==> config.mk <==
export PLATFORM = sky130hd
export DESIGN_NAME = pio_count_calc
export DESIGN_NICKNAME = d
export VERILOG_FILES = /design/src/rtl/pio_calc_pkg.sv /design/src/rtl/pio_ceil_div.sv /design/src/rtl/pio_count_clamp.sv /design/src/rtl/pio_count_calc.sv
export SDC_FILE = /design/constraint.sdc
export NUM_CORES = 1
export LEC_CHECK = 0
export BUFFER_PORTS_ARGS = -buffer_cell sky130_fd_sc_hd__buf_2
export CAP_MARGIN = 20
export CORE_MARGIN = 3
export CORE_UTILIZATION = 55
export CTS_BUF_LIST = sky130_fd_sc_hd__clkbuf_16
export CTS_CLUSTER_SIZE = 8
export DETAILED_ROUTE_END_ITERATION = 8
export PLACE_DENSITY = 0.73
export SLEW_MARGIN = 20
export SYNTH_ARGS = -nofsm -noshare
export SYNTH_HDL_FRONTEND = slang
export SYNTH_HIERARCHICAL = 1
export SYNTH_SLANG_ARGS = --single-unit
==> constraint.sdc <==
create_clock -name clk -period 25.2 [get_ports clk]
set_input_delay 1.26 -clock clk [delete_from_list [all_inputs] [get_ports clk]]
set_output_delay 1.26 -clock clk [all_outputs]
set_load 0.01 [all_outputs]
==> src/rtl/pio_calc_pkg.sv <==
package pio_calc_pkg;

  localparam int MODE_W   = 3;
  localparam int MODE_TOP = 5;
  localparam int ACT_MIN  = 2;
  localparam int ACT_MAX  = 16;
  localparam int REC_MIN  = 2;
  localparam int REC_LIM  = 17;
  localparam int REC_MAX  = 16;
  localparam int CNT_W    = $clog2(REC_LIM + 1);

  typedef struct packed {
    logic [7:0] setup_ns;
    logic [7:0] active_ns;
  } pio_time_t;

  typedef enum logic [2:0] {
    ST_IDLE, ST_LAUNCH, ST_WAIT, ST_FIN, ST_OUT
  } calc_state_t;

  // Setup and active targets per mode; values above the top mode fold onto it
  function automatic pio_time_t mode_time(input logic [MODE_W-1:0] m);
    pio_time_t t;
    case (m)
      3'd0: t = '{setup_ns: 8'd70, active_ns: 8'd165};
      3'd1: t = '{setup_ns: 8'd50, active_ns: 8'd125};
      3'd2: t = '{setup_ns: 8'd30, active_ns: 8'd100};
      3'd3: t = '{setup_ns: 8'd30, active_ns: 8'd80};
      3'd4: t = '{setup_ns: 8'd25, active_ns: 8'd70};
      default: t = '{setup_ns: 8'd15, active_ns: 8'd65};
    endcase
    return t;
  endfunction

endpackage

==> src/rtl/pio_ceil_div.sv <==
module pio_ceil_div #(
  parameter int W = 10
) (
  input  logic         clk,
  input  logic         rst_n,
  input  logic         start,
  input  logic [W-1:0] num,
  input  logic [W-1:0] den,
  output logic         busy,
  output logic         done,
  output logic [W-1:0] quot
);
  logic [W-1:0] rem;

  // Each step removes one divisor, so a partial last step still counts: ceiling
  always_ff @(posedge clk) begin
    if (!rst_n) begin
      rem  <= '0;
      quot <= '0;
      busy <= 1'b0;
      done <= 1'b0;
    end else begin
      done <= 1'b0;
      if (start) begin
        rem  <= num;
        quot <= '0;
        busy <= 1'b1;
      end else if (busy) begin
        if (rem == '0) begin
          busy <= 1'b0;
          done <= 1'b1;
        end else begin
          rem  <= (rem > den) ? rem - den : '0;
          quot <= quot + 1'b1;
        end
      end
    end
  end

  p_done_from_busy_r2: assert property (@(posedge clk) disable iff (!rst_n)
    done |-> $past(busy));
  p_quot_hold_done_r2: assert property (@(posedge clk) disable iff (!rst_n)
    done |=> (!busy && !start) |-> $stable(quot));

endmodule

==> src/rtl/pio_count_clamp.sv <==
module pio_count_clamp
  import pio_calc_pkg::*;
#(
  parameter int W     = 10,
  parameter int REV_W = 2
) (
  input  logic [W-1:0]     cyc_q,
  input  logic [W-1:0]     set_q,
  input  logic [W-1:0]     act_q,
  input  logic [W-1:0]     rec_q,
  input  logic [REV_W-1:0] rev,
  input  logic             merge,
  input  logic [W-1:0]     peer_set,
  input  logic [CNT_W-1:0] peer_act,
  input  logic [CNT_W-1:0] peer_rec,
  output logic [W-1:0]     set_o,
  output logic [CNT_W-1:0] act_o,
  output logic [CNT_W-1:0] rec_o
);
  localparam int XW = W + 2;

  logic [XW-1:0] act_x, sum_x, alt_x, rec_x;
  logic [CNT_W-1:0] own_act, own_rec;

  always_comb begin
    act_x = XW'(act_q);
    if (act_x < XW'(ACT_MIN)) act_x = XW'(ACT_MIN);
    sum_x = XW'(set_q) + act_x;
    alt_x = (XW'(cyc_q) >= sum_x) ? XW'(cyc_q) - sum_x : '0;
    rec_x = (XW'(rec_q) > alt_x) ? XW'(rec_q) : alt_x;
    if (rec_x < XW'(REC_MIN)) rec_x = XW'(REC_MIN);
    if (rec_x > XW'(REC_LIM)) begin
      act_x = act_x + (rec_x - XW'(REC_LIM));
      rec_x = XW'(REC_LIM);
    end
    if (act_x > XW'(ACT_MAX)) act_x = XW'(ACT_MAX);
    if (rev > REV_W'(1)) rec_x = rec_x - 1'b1;
    if (rec_x > XW'(REC_MAX)) rec_x = XW'(REC_MAX);
    own_act = act_x[CNT_W-1:0];
    own_rec = rec_x[CNT_W-1:0];
  end

  // Shared channel: slowest of the pair, field by field
  always_comb begin
    set_o = set_q;
    act_o = own_act;
    rec_o = own_rec;
    if (merge) begin
      if (peer_set > set_o) set_o = peer_set;
      if (peer_act > act_o) act_o = peer_act;
      if (peer_rec > rec_o) rec_o = peer_rec;
    end
  end

endmodule

==> src/rtl/pio_count_calc.sv <==
module pio_count_calc
  import pio_calc_pkg::*;
#(
  parameter int NS_W      = 10,
  parameter int CLK_W     = 6,
  parameter int REV_W     = 2,
  parameter int PCI_MHZ   = 33,
  parameter int LOCAL_MHZ = 50
) (
  input  logic              clk,
  input  logic              rst_n,
  input  logic              req_valid,
  output logic              req_ready,
  input  logic [2:0]        req_mode,
  input  logic [NS_W-1:0]   req_cycle_ns,
  input  logic [CLK_W-1:0]  req_clk_ns,
  input  logic              req_local_bus,
  input  logic [REV_W-1:0]  req_rev,
  input  logic              req_shared,
  input  logic              req_peer_present,
  input  logic [NS_W-1:0]   req_peer_setup,
  input  logic [4:0]        req_peer_active,
  input  logic [4:0]        req_peer_recovery,
  output logic              res_valid,
  input  logic              res_ready,
  output logic [NS_W-1:0]   res_setup,
  output logic [4:0]        res_active,
  output logic [4:0]        res_recovery
);
  localparam int PCI_NS   = 1000 / PCI_MHZ;
  localparam int LOCAL_NS = 1000 / LOCAL_MHZ;
  localparam int NOPS     = 4;
  localparam int IDX_W    = $clog2(NOPS);

  calc_state_t state;
  logic [IDX_W-1:0] idx;
  logic [NS_W-1:0]  num_q [NOPS];
  logic [NS_W-1:0]  quo_q [NOPS];
  logic [NS_W-1:0]  den_q;
  logic [REV_W-1:0] rev_q;
  logic             merge_q;
  logic [NS_W-1:0]  peer_set_q;
  logic [4:0]       peer_act_q, peer_rec_q;

  logic [2:0]       mode_sat;
  pio_time_t        tm;
  logic [NS_W:0]    busy_ns;
  logic [NS_W-1:0]  rec_ns;
  logic [CLK_W-1:0] period;
  logic             accept;

  logic            div_start, div_busy, div_done;
  logic [NS_W-1:0] div_quot;
  logic [NS_W-1:0] c_set;
  logic [4:0]      c_act, c_rec;

  assign accept   = req_valid && req_ready;
  assign mode_sat = (req_mode > 3'(MODE_TOP)) ? 3'(MODE_TOP) : req_mode;
  assign tm       = mode_time(mode_sat);
  assign busy_ns  = (NS_W+1)'(tm.setup_ns) + (NS_W+1)'(tm.active_ns);
  assign rec_ns   = ((NS_W+1)'(req_cycle_ns) >= busy_ns)
                  ? NS_W'((NS_W+1)'(req_cycle_ns) - busy_ns) : '0;
  assign period   = (req_clk_ns != '0) ? req_clk_ns
                  : (req_local_bus ? CLK_W'(LOCAL_NS) : CLK_W'(PCI_NS));

  assign req_ready = (state == ST_IDLE);
  assign res_valid = (state == ST_OUT);
  assign div_start = (state == ST_LAUNCH);

  pio_ceil_div #(.W(NS_W)) u_div (
    .clk   (clk),
    .rst_n (rst_n),
    .start (div_start),
    .num   (num_q[idx]),
    .den   (den_q),
    .busy  (div_busy),
    .done  (div_done),
    .quot  (div_quot)
  );

  pio_count_clamp #(.W(NS_W), .REV_W(REV_W)) u_clamp (
    .cyc_q    (quo_q[0]),
    .set_q    (quo_q[1]),
    .act_q    (quo_q[2]),
    .rec_q    (quo_q[3]),
    .rev      (rev_q),
    .merge    (merge_q),
    .peer_set (peer_set_q),
    .peer_act (peer_act_q),
    .peer_rec (peer_rec_q),
    .set_o    (c_set),
    .act_o    (c_act),
    .rec_o    (c_rec)
  );

  always_ff @(posedge clk) begin
    if (!rst_n) begin
      state        <= ST_IDLE;
      idx          <= '0;
      den_q        <= '0;
      rev_q        <= '0;
      merge_q      <= 1'b0;
      peer_set_q   <= '0;
      peer_act_q   <= '0;
      peer_rec_q   <= '0;
      res_setup    <= '0;
      res_active   <= '0;
      res_recovery <= '0;
      for (int i = 0; i < NOPS; i++) begin
        num_q[i] <= '0;
        quo_q[i] <= '0;
      end
    end else begin
      case (state)
        ST_IDLE: if (accept) begin
          num_q[0]   <= req_cycle_ns;
          num_q[1]   <= NS_W'(tm.setup_ns);
          num_q[2]   <= NS_W'(tm.active_ns);
          num_q[3]   <= rec_ns;
          den_q      <= NS_W'(period);
          rev_q      <= req_rev;
          merge_q    <= req_shared && req_peer_present;
          peer_set_q <= req_peer_setup;
          peer_act_q <= req_peer_active;
          peer_rec_q <= req_peer_recovery;
          idx        <= '0;
          state      <= ST_LAUNCH;
        end
        ST_LAUNCH: state <= ST_WAIT;
        ST_WAIT: if (div_done) begin
          quo_q[idx] <= div_quot;
          if (idx == IDX_W'(NOPS - 1)) state <= ST_FIN;
          else begin
            idx   <= idx + 1'b1;
            state <= ST_LAUNCH;
          end
        end
        ST_FIN: begin
          res_setup    <= c_set;
          res_active   <= c_act;
          res_recovery <= c_rec;
          state        <= ST_OUT;
        end
        ST_OUT: if (res_ready) state <= ST_IDLE;
        default: state <= ST_IDLE;
      endcase
    end
  end

  p_hold_result_r9: assert property (@(posedge clk) disable iff (!rst_n)
    (res_valid && !res_ready) |=> (res_valid && $stable(res_setup)
      && $stable(res_active) && $stable(res_recovery)));
  p_ready_excl_r9: assert property (@(posedge clk) disable iff (!rst_n)
    !(req_ready && res_valid));
  p_no_take_busy_r9: assert property (@(posedge clk) disable iff (!rst_n)
    (req_ready && req_valid) |=> !req_ready);
  p_act_range_r5: assert property (@(posedge clk) disable iff (!rst_n)
    (res_valid && !merge_q) |-> (res_active >= 5'(ACT_MIN) && res_active <= 5'(ACT_MAX)));
  p_rec_range_r6: assert property (@(posedge clk) disable iff (!rst_n)
    (res_valid && !merge_q) |-> (res_recovery >= 5'(REC_MIN - 1) && res_recovery <= 5'(REC_LIM)));
  p_merge_floor_r7: assert property (@(posedge clk) disable iff (!rst_n)
    (res_valid && merge_q) |-> (res_setup >= peer_set_q && res_active >= peer_act_q
      && res_recovery >= peer_rec_q));
  p_div_only_busy_r2: assert property (@(posedge clk) disable iff (!rst_n)
    div_busy |-> (state == ST_WAIT));

endmodule

==> impl_metrics.csv, run 1 <==
group,metric,value,unit
outcome,status,"finished, final reports clean",
synthesis,synth_area_per_cell,8.80,µm²
min_path,hp-class,"reg -> reg",
final_layout,num-fill-cells,1644,
timing,layout_min_cycle_time,12.52,ns
setup_path,critPathMostFrequentCell,"ha_1",
floorplan,die_y,145,µm
timing,setup_viol,0,
power,p_total,0.764,mW
final_layout,nets,1408,
detailed_routing,ant_nets,0,
clock_tree,clkTransAtPathRegs,0.06,ns
final_layout,multiInputGateArea,6370,µm²
setup_path,reg2reg_depth,51,
clock_tree,max-clock-path-buffers,2,
timing,setup-tns-final,0,ns
clock_tree,cts_root_buf,"clkbuf_16",
clock_tree,cts_resized,0,
timing,worst_pin_slew,0.942,ns
power,p_per_area,65.0,nW/µm²
floorplan,io_pins,70,
grt,antenna_found_initial,0,
final_layout,final_cell_mix,"152 x nand2_1, 106 x a21oi_1, 99 x ha_1, 96 x nor2_1, 91 x inv_1",
power,ir_worst_vdd,0.0535,mV
clock_tree,post-cts-setup-buffers,0,
final_layout,antenna_cells,0,
detailed_routing,via_per_inst,5.80,
placed_design,dp_hpwl,19.1,mm
setup_path,crit_required,25.48,ns
final_layout,layout_commonest_cell,"nand2_1",
detailed_routing,vias,8867,
grt,grtUsageTotal,24.2,%
timing,rsz0062_at_grt,"no",
floorplan,start_util,56.5,%
detailed_routing,first_iter_violations,555,
clock_tree,clkSinkCount,150,
min_path,whs_path_depth,2,
detailed_routing,dr.pass1.iters,6,
placed_design,place.gp.congestion,0.917,
final_layout,seq_area,3730,µm²
synthesis,synth_area,10700,µm²
floorplan,dieArea,21100,µm²
setup_path,critPathMaxStageDelay,0.63,ns
grt,grt_pass1_wl,41.9,mm
grt,grt_pass1_vias,8573,
clock_tree,cts_buffers,17,
floorplan,fp.dieW,145,µm
clock_tree,holdBufCountCts,0,
timing,slew_headroom,36.7,%
floorplan,core,18900,µm²
min_path,min_from,"res_setup[9]",
min_path,worst_hold_path.endpoint,"res_setup[9]",
setup_path,cp_max_fo,11,
clock_tree,insertion_delay,0.42,ns
timing,fmax,79.9,MHz
setup_path,r2r-end,"res_active[0]",
setup_path,path_class,"reg -> reg",
power,leakage,4.93,nW
detailed_routing,drc,0,
grt,grt_overflow,0,
clock_tree,h-tree-depth,4,
setup_path,slowest_stage,"o41ai_1",
grt,grt_max_degree,49,
detailed_routing,wl_per_cell,16.7,µm
setup_path,crit_path_start_kind,"register",
floorplan,num_rows,50,
timing,timing.final.crit_share,49.7,%
synthesis,synth_cells,1212,
timing,final_max_slew_viol_count,0,
run,cap_violations,0,
placed_design,port_buffers,68,
final_layout,drive_gt1_share,13.2,%
detailed_routing,wl,25.5,mm
setup_path,cp-end-kind,"register",
setup_path,arrival,12.80,ns
clock_tree,cts_tree,"done",
final_layout,synthToLayoutAreaGrowth,10.2,%
synthesis,synth-warning-count,6,
timing,fin_worst_skew,0.00864,ns
timing,hold_viol,0,
setup_path,reg2reg_from,"quo_q[2][6]",
setup_path,reg2reg_setup_slack,12.68,ns
setup_path,worstSetupStartpoint,"quo_q[2][6]",
## metal layers
metal / global-route usage, % / share of wire [%] / vias to the layer above
met3: 3.62 / 4.0 / 53
met2: 42.7 / 50 / 243
li1: - / - / 4383
met5: 0 / 0 / -
met1: 29.5 / 42 / 4188
met4: 10.1 / 3.1 / 0
## flip-flops by register name, summed over array words and instances (netlist names), named ones only
register,flops
quo_q,40
num_q,33
peer_set_q,10
res_setup,10
u_div/quot,10
u_div/rem,10
den_q,6
peer_act_q,5
peer_rec_q,5
res_active,5
res_recovery,5
state,3
idx,2
merge_q,1
rev_q,1
u_div/busy,1
u_div/done,1
## metrics by stage
step                      util (%)  instances  cell area, µm²  worst slack (ns)  hold WS, ns
after floorplan                  -       1215           10700             14.98        0.436
after global placement        59.1       1497           11200             13.22        0.442
after detailed placement      59.1       1497           11200             13.01        0.445
final                         62.3       1529           11800             12.68        0.453
after global routing          62.3       1529           11800             11.86        0.473
after CTS                     62.2       1529           11800             12.89        0.454
## report_power, final
part	total, mW	internal (mW)	leakage, nW	switching, mW
registers	0.278	0.269	1.40	0.00912
logic	0.229	0.0934	3.25	0.135
clock network	0.257	0.148	0.285	0.109
## worst max-delay path, delay by kind of cell, from the launching register on
| family | cells | cell delay (ns) |
|---|---|---|
| adder cells (fa/ha/maj) | 8 | 2.74 |
| flip-flops | 1 | 0.43 |
| AND/OR/NAND/NOR | 19 | 3.95 |
| AO/OA/AOI/OAI | 21 | 4.88 |
| buffers and inverters | 2 | 0.19 |
| XOR/XNOR | 1 | 0.19 |
## how the worst max path moves through the flow
stage / endpoint / slack [ns] / cells after the start
after floorplan: res_active[2] / 14.98 / 52
after global placement: res_active[0] / 13.22 / 51
after detailed placement: res_active[0] / 13.01 / 51
after CTS: res_active[0] / 12.89 / 51
after global routing: res_active[0] / 11.86 / 51
final: res_active[0] / 12.68 / 51
## final cells by class
| class | count | share of cell area (%) |
|---|---|---|
| Multi-Input combinational cell | 921 | 54.2 |
| Sequential cell | 150 | 31.7 |
| Clock buffer | 17 | 3.62 |
| Timing Repair Buffer | 75 | 3.34 |
| Inverter | 91 | 2.90 |
| Tap cell | 260 | 2.77 |
| Clock inverter | 15 | 1.45 |
Note: power is estimated with default switching activity, not from simulation.
==> run 2, diff against run 1 <==
PLACE_DENSITY = 0.76   (was 0.73)
clock period = 11.2 ns   (was 25.2 ns; I/O delays follow)
==> run 2 against run 1 <==
  * First-iteration DRC count rose by 22%
  * Sequential share of layout area decreased by 0.59 points
  * Worst hold slack worse by 0.076 ns
  * Via count up 0.44%
  * Critical path type unchanged
  * Critical endpoint is now res_active[1]
  * Largest cell class unchanged
==> impl_metrics.csv, run 2 (same netlist as run 1, synthesis figures left out) <==
group,metric,value,unit
timing,hold_viol,0,
clock_tree,h-tree-depth,4,
detailed_routing,dr.pass1.iters,5,
clock_tree,insertion_delay,0.42,ns
final_layout,largest-register,"quo_q",
clock_tree,cts_root_buf,"clkbuf_16",
placed_design,dp_cells,1506,
placed_design,postPlaceCellArea,11200,µm²
floorplan,start_util,56.5,%
timing,fin_ws,0.441,ns
floorplan,fp.dieW,145,µm
placed_design,place.gp.congestion,0.905,
min_path,worst_hold_path.endpoint,"peer_set_q[5]",
setup_path,r2r-end,"res_active[1]",
power,p_total,1.73,mW
floorplan,die_y,145,µm
run,cap_violations,0,
timing,layout_min_cycle_time,10.76,ns
detailed_routing,ant_nets,0,
setup_path,cp-end-kind,"register",
setup_path,crit_family,"compound AO/OA/AOI/OAI gates",
final_layout,instances_no_fill,1542,
clock_tree,cts_tree,"done",
grt,grt_overflow,0,
setup_path,crit_required,11.55,ns
final_layout,largest_reg_flops,40,
min_path,whs_path_depth,3,
detailed_routing,drc,0,
setup_path,path_class,"reg -> reg",
setup_path,arrival,11.11,ns
detailed_routing,wl_per_cell,16.8,µm
outcome,status,"finished, final reports clean",
setup_path,slowest_stage,"edfxtp_1",
detailed_routing,wl,25.9,mm
min_path,min_from,"req_peer_setup[5]",
grt,antenna_found_initial,0,
clock_tree,clkSinkCount,150,
clock_tree,cts_buffers,17,
detailed_routing,via_per_inst,5.78,
timing,final_max_slew_viol_count,0,
floorplan,dieArea,21100,µm²
setup_path,crit_buf_inv,3,
final_layout,finish.utilization,63.4,%
power,leakage,5.03,nW
final_layout,antenna_cells,0,
clock_tree,holdBufCountCts,0,
timing,worst_pin_slew,0.889,ns
min_path,hp-class,"in -> reg",
final_layout,final_cell_mix,"153 x nand2_1, 100 x a21oi_1, 98 x ha_1, 93 x nor2_1, 91 x inv_1",
final_layout,num-fill-cells,1581,
final_layout,drive_gt1_share,15.8,%
grt,grtUsageTotal,24.2,%
setup_path,cp_max_fo,11,
clock_tree,clkTransAtPathRegs,0.07,ns
detailed_routing,vias,8906,
timing,fmax,92.9,MHz
detailed_routing,first_iter_violations,675,
final_layout,synthToLayoutAreaGrowth,12.3,%
setup_path,reg2reg_from,"quo_q[2][5]",
clock_tree,max-clock-path-buffers,2,
timing,setup_viol,0,
setup_path,reg2reg_setup_slack,0.44,ns
power,p_per_area,145,nW/µm²
final_layout,layout_commonest_cell,"nand2_1",
final_layout,largestRegisters,"quo_q (40), num_q (33)",
setup_path,reg2reg_depth,52,
timing,slew_headroom,40.3,%
placed_design,pre_cts_slack,-0.0802,ns
setup_path,critPathMaxStageDelay,0.44,ns
floorplan,core,18900,µm²
timing,timing.final.crit_share,96.1,%
placed_design,port_buffers,68,
timing,fin_worst_skew,0.00883,ns
floorplan,io_pins,70,
grt,grt_max_degree,49,
final_layout,nets,1421,
timing,hold_slack,0.377,ns
setup_path,crit_path_start_kind,"register",
grt,grt_pass1_wl,42.4,mm
final_layout,finalInstanceArea,12000,µm²
timing,setup-tns-final,0,ns
floorplan,num_rows,50,
grt,grt_pass1_vias,8820,
placed_design,dp_hpwl,19.3,mm
power,ir_worst_vdd,0.103,mV
[run 2: changes by cell type in the layout (fill, tap and decap cells not counted), sizes merged]
cell,before,now
buf,75,88
clkinvlp,3,0
inv,97,99
clkinv,4,6
bufinv,2,1
[run 2: what timing repair did]
item                       in CTS  in global routing
pin swaps                       0                 11
setup endpoints to repair       3                 10
resized for setup               2                 24
setup buffers                   0                  3
cloned                          0                  0
[run 2: worst max-delay path by stage]
stage / from / endpoint / slack (ns) / cells after the start
floorplan: quo_q[2][6] / res_active[2] / 0.98 / 52
global placement: quo_q[2][6] / res_active[0] / 0.21 / 54
detailed placement: quo_q[2][6] / res_active[0] / -0.08 / 54
CTS: quo_q[2][7] / res_active[1] / 0.09 / 57
global route: quo_q[2][5] / res_active[1] / -0.09 / 56
finish: quo_q[2][5] / res_active[1] / 0.44 / 52
[run 2: report_power, final]
| group | leakage (nW) | switching (mW) | internal [mW] | total [mW] |
|---|---|---|---|---|
| sequential | 1.40 | 0.0214 | 0.605 | 0.626 |
| combinational | 3.34 | 0.314 | 0.225 | 0.538 |
| clock | 0.292 | 0.251 | 0.317 | 0.568 |
[run 2: tightest hold or removal path, stage by stage]
cell,delay (ns)
buf_2,0.09
nand2_1,0.05
a21oi_1,0.05
[run 2: final cells by class]
cell class	instances	area [µm²]	share of cell area (%)
Clock buffer	17	425	3.55
Clock inverter	15	164	1.37
Inverter	91	342	2.85
Multi-Input combinational cell	921	6500	54.2
Sequential cell	150	3730	31.2
Tap cell	260	325	2.71
Timing Repair Buffer	88	498	4.16
[run 2: layer usage]
metal | global-route usage, % | routed length, µm | part of all wire (%)
met5 | 0 | 0 | 0
met4 | 10.2 | 977 | 3.8
met3 | 3.69 | 1160 | 4.5
met2 | 43.0 | 13000 | 50
met1 | 29.3 | 10800 | 42
==> run 3, diff against run 2 <==
MAX_ROUTING_LAYER = met4   (was default)
==> run 3 against run 2 <==
  * Sequential share of layout area decreased by 0.20 points
  * Clock power decreased by 3.5%
  * Worst setup slack improved by 0.0099 ns
  * Worst hold slack got worse by 0.0026 ns
  * Register-to-register slack about the same
==> impl_metrics.csv, run 3 (same netlist as run 1, synthesis figures left out) <==
group,metric,value,unit
outcome,status,"finished, final reports clean",
min_path,hp-class,"in -> reg",
final_layout,layout_commonest_cell,"nand2_1",
clock_tree,max-clock-path-buffers,2,
clock_tree,h-tree-depth,4,
clock_tree,clkTransAtPathRegs,0.06,ns
floorplan,core,18900,µm²
floorplan,num_rows,50,
clock_tree,clkSinkCount,150,
setup_path,cp_max_fo,11,
detailed_routing,drc,0,
final_layout,largest_reg_flops,40,
timing,fin_worst_skew,0.0129,ns
clock_tree,insertion_delay,0.42,ns
final_layout,final_cell_mix,"151 x nand2_1, 99 x a21oi_1, 97 x ha_1, 93 x inv_1, 91 x nor2_1",
final_layout,largestRegisters,"quo_q (40), num_q (33)",
floorplan,dieArea,21100,µm²
setup_path,path_class,"reg -> reg",
final_layout,num-fill-cells,1573,
floorplan,io_pins,70,
run,cap_violations,0,
grt,grt_overflow,0,
power,pwr-share-comb,32.0,%
setup_path,reg2reg_depth,51,
timing,fmax,93.0,MHz
detailed_routing,via_per_inst,5.80,
final_layout,drive_gt1_share,17.0,%
final_layout,finish.utilization,63.8,%
placed_design,dp_hpwl,19.5,mm
power,p_int,1.15,mW
setup_path,crit_required,11.55,ns
clock_tree,cts_root_buf,"clkbuf_16",
grt,antenna_found_initial,0,
grt,grt_pass1_wl,42.5,mm
final_layout,multiInputGateArea,6550,µm²
final_layout,nets,1430,
power,ir_worst_vdd,0.103,mV
power,clock_power_share,31.7,%
final_layout,antenna_cells,0,
power,leakage,5.07,nW
min_path,whs_path_depth,3,
final_layout,largest-register,"quo_q",
detailed_routing,dr.pass1.iters,5,
detailed_routing,wl,26.4,mm
timing,worst_pin_slew,1.01,ns
detailed_routing,first_iter_violations,525,
clock_tree,holdBufCountCts,0,
timing,slew_headroom,32.6,%
detailed_routing,ant_nets,0,
timing,hold_slack,0.374,ns
power,p_sw_share,33.2,%
timing,hold_viol,0,
floorplan,die_y,145,µm
power,p_switching,0.574,mW
grt,grtUsageTotal,25.3,%
floorplan,start_util,56.5,%
setup_path,critPathMaxStageDelay,0.44,ns
grt,grt_pass1_vias,8664,
setup_path,cp-end-kind,"register",
timing,timing.final.crit_share,96.0,%
grt,grt_max_degree,49,
setup_path,critPathMostFrequentCell,"ha_1",
detailed_routing,wl_per_cell,17.0,µm
setup_path,slowest_stage,"edfxtp_1",
setup_path,arrival,11.10,ns
clock_tree,cts_buffers,17,
placed_design,port_buffers,68,
detailed_routing,vias,8991,
setup_path,crit_path_start_kind,"register",
placed_design,place.gp.congestion,0.895,
final_layout,seq_area,3730,µm²
final_layout,synthToLayoutAreaGrowth,13.0,%
timing,setup_viol,0,
timing,final_max_slew_viol_count,0,
timing,layout_min_cycle_time,10.75,ns
floorplan,fp.dieW,145,µm
power,pwr-share-seq,36.3,%
clock_tree,cts_tree,"done",
power,p_per_area,143,nW/µm²
run 3: cell types whose count changed in the layout (fill, tap and decap cells not counted), sizes merged:
cell	before	now
clkinv	6	4
clkinvlp	0	1
buf	88	97
clkbuf	17	18
run 3: power groups by stage:
stage / combinational (mW) / sequential (mW) / clock, mW
detailed placement: 0.515 / 0.637 / 0
global placement: 0.503 / 0.636 / 0
global route: 0.616 / 0.629 / 0.576
finish: 0.554 / 0.627 / 0.548
CTS: 0.522 / 0.626 / 0.550
floorplan: 0.407 / 0.628 / 0
run 3: through the flow:
step / instances / power, mW / instance area (µm²) / setup WS, ns / setup TNS [ns]
after floorplan: 1215 / 1.03 / 10700 / 0.975 / 0
after global placement: 1506 / 1.14 / 11200 / 0.163 / 0
after detailed placement: 1506 / 1.15 / 11200 / -0.141 / -0.387
after CTS: 1538 / 1.70 / 11800 / 0.0308 / 0
after global routing: 1551 / 1.82 / 12100 / -0.0676 / -0.192
final: 1551 / 1.73 / 12100 / 0.451 / 0
run 3: repair_timing:
action | in CTS | in global routing
setup buffers | 0 | 13
gates resized for setup | 5 | 35
setup endpoints to repair | 4 | 6
pin swaps | 0 | 15
gates cloned | 0 | 0
run 3: worst paths after layout:
path / from / endpoint / slack, ns
worst max-delay path: quo_q[2][5] / res_active[2] / 0.45
worst min-delay path: req_peer_recovery[0] / peer_rec_q[0] / 0.37
worst max register to register: quo_q[2][5] / res_active[2] / 0.45
worst min register to register: res_setup[6] / res_setup[6] / 0.45
run 3: worst max-delay path, delay by kind of cell, from the launching register on:
| kind | cells | cell delay, ns |
|---|---|---|
| simple gates | 18 | 3.33 |
| compound gates | 21 | 4.05 |
| flops | 1 | 0.44 |
| xor+xnor | 1 | 0.16 |
| fa+ha+maj | 8 | 2.41 |
| buf+inv | 3 | 0.31 |
run 3: layout make-up:
| class | instances | share of cell area (%) |
|---|---|---|
| sequential | 150 | 31.0 |
| clock buffer | 18 | 3.73 |
| tap | 260 | 2.70 |
| timing repair buffer | 97 | 4.63 |
| clock inverter | 14 | 0.892 |
| multi-input combinational | 921 | 54.3 |
| inverter | 91 | 2.83 |
run 3: routing by layer:
| layer | global-route usage [%] | part of all wire, % | up-vias | wire [µm] |
|---|---|---|---|---|
| met5 | - | 0 | - | 0 |
| met2 | 43.8 | 51 | 245 | 13400 |
| met4 | 9.97 | 3.4 | 0 | 909 |
| met1 | 29.6 | 42 | 4253 | 11000 |
| met3 | 4.03 | 4.0 | 64 | 1070 |
| li1 | - | - | 4429 | - |
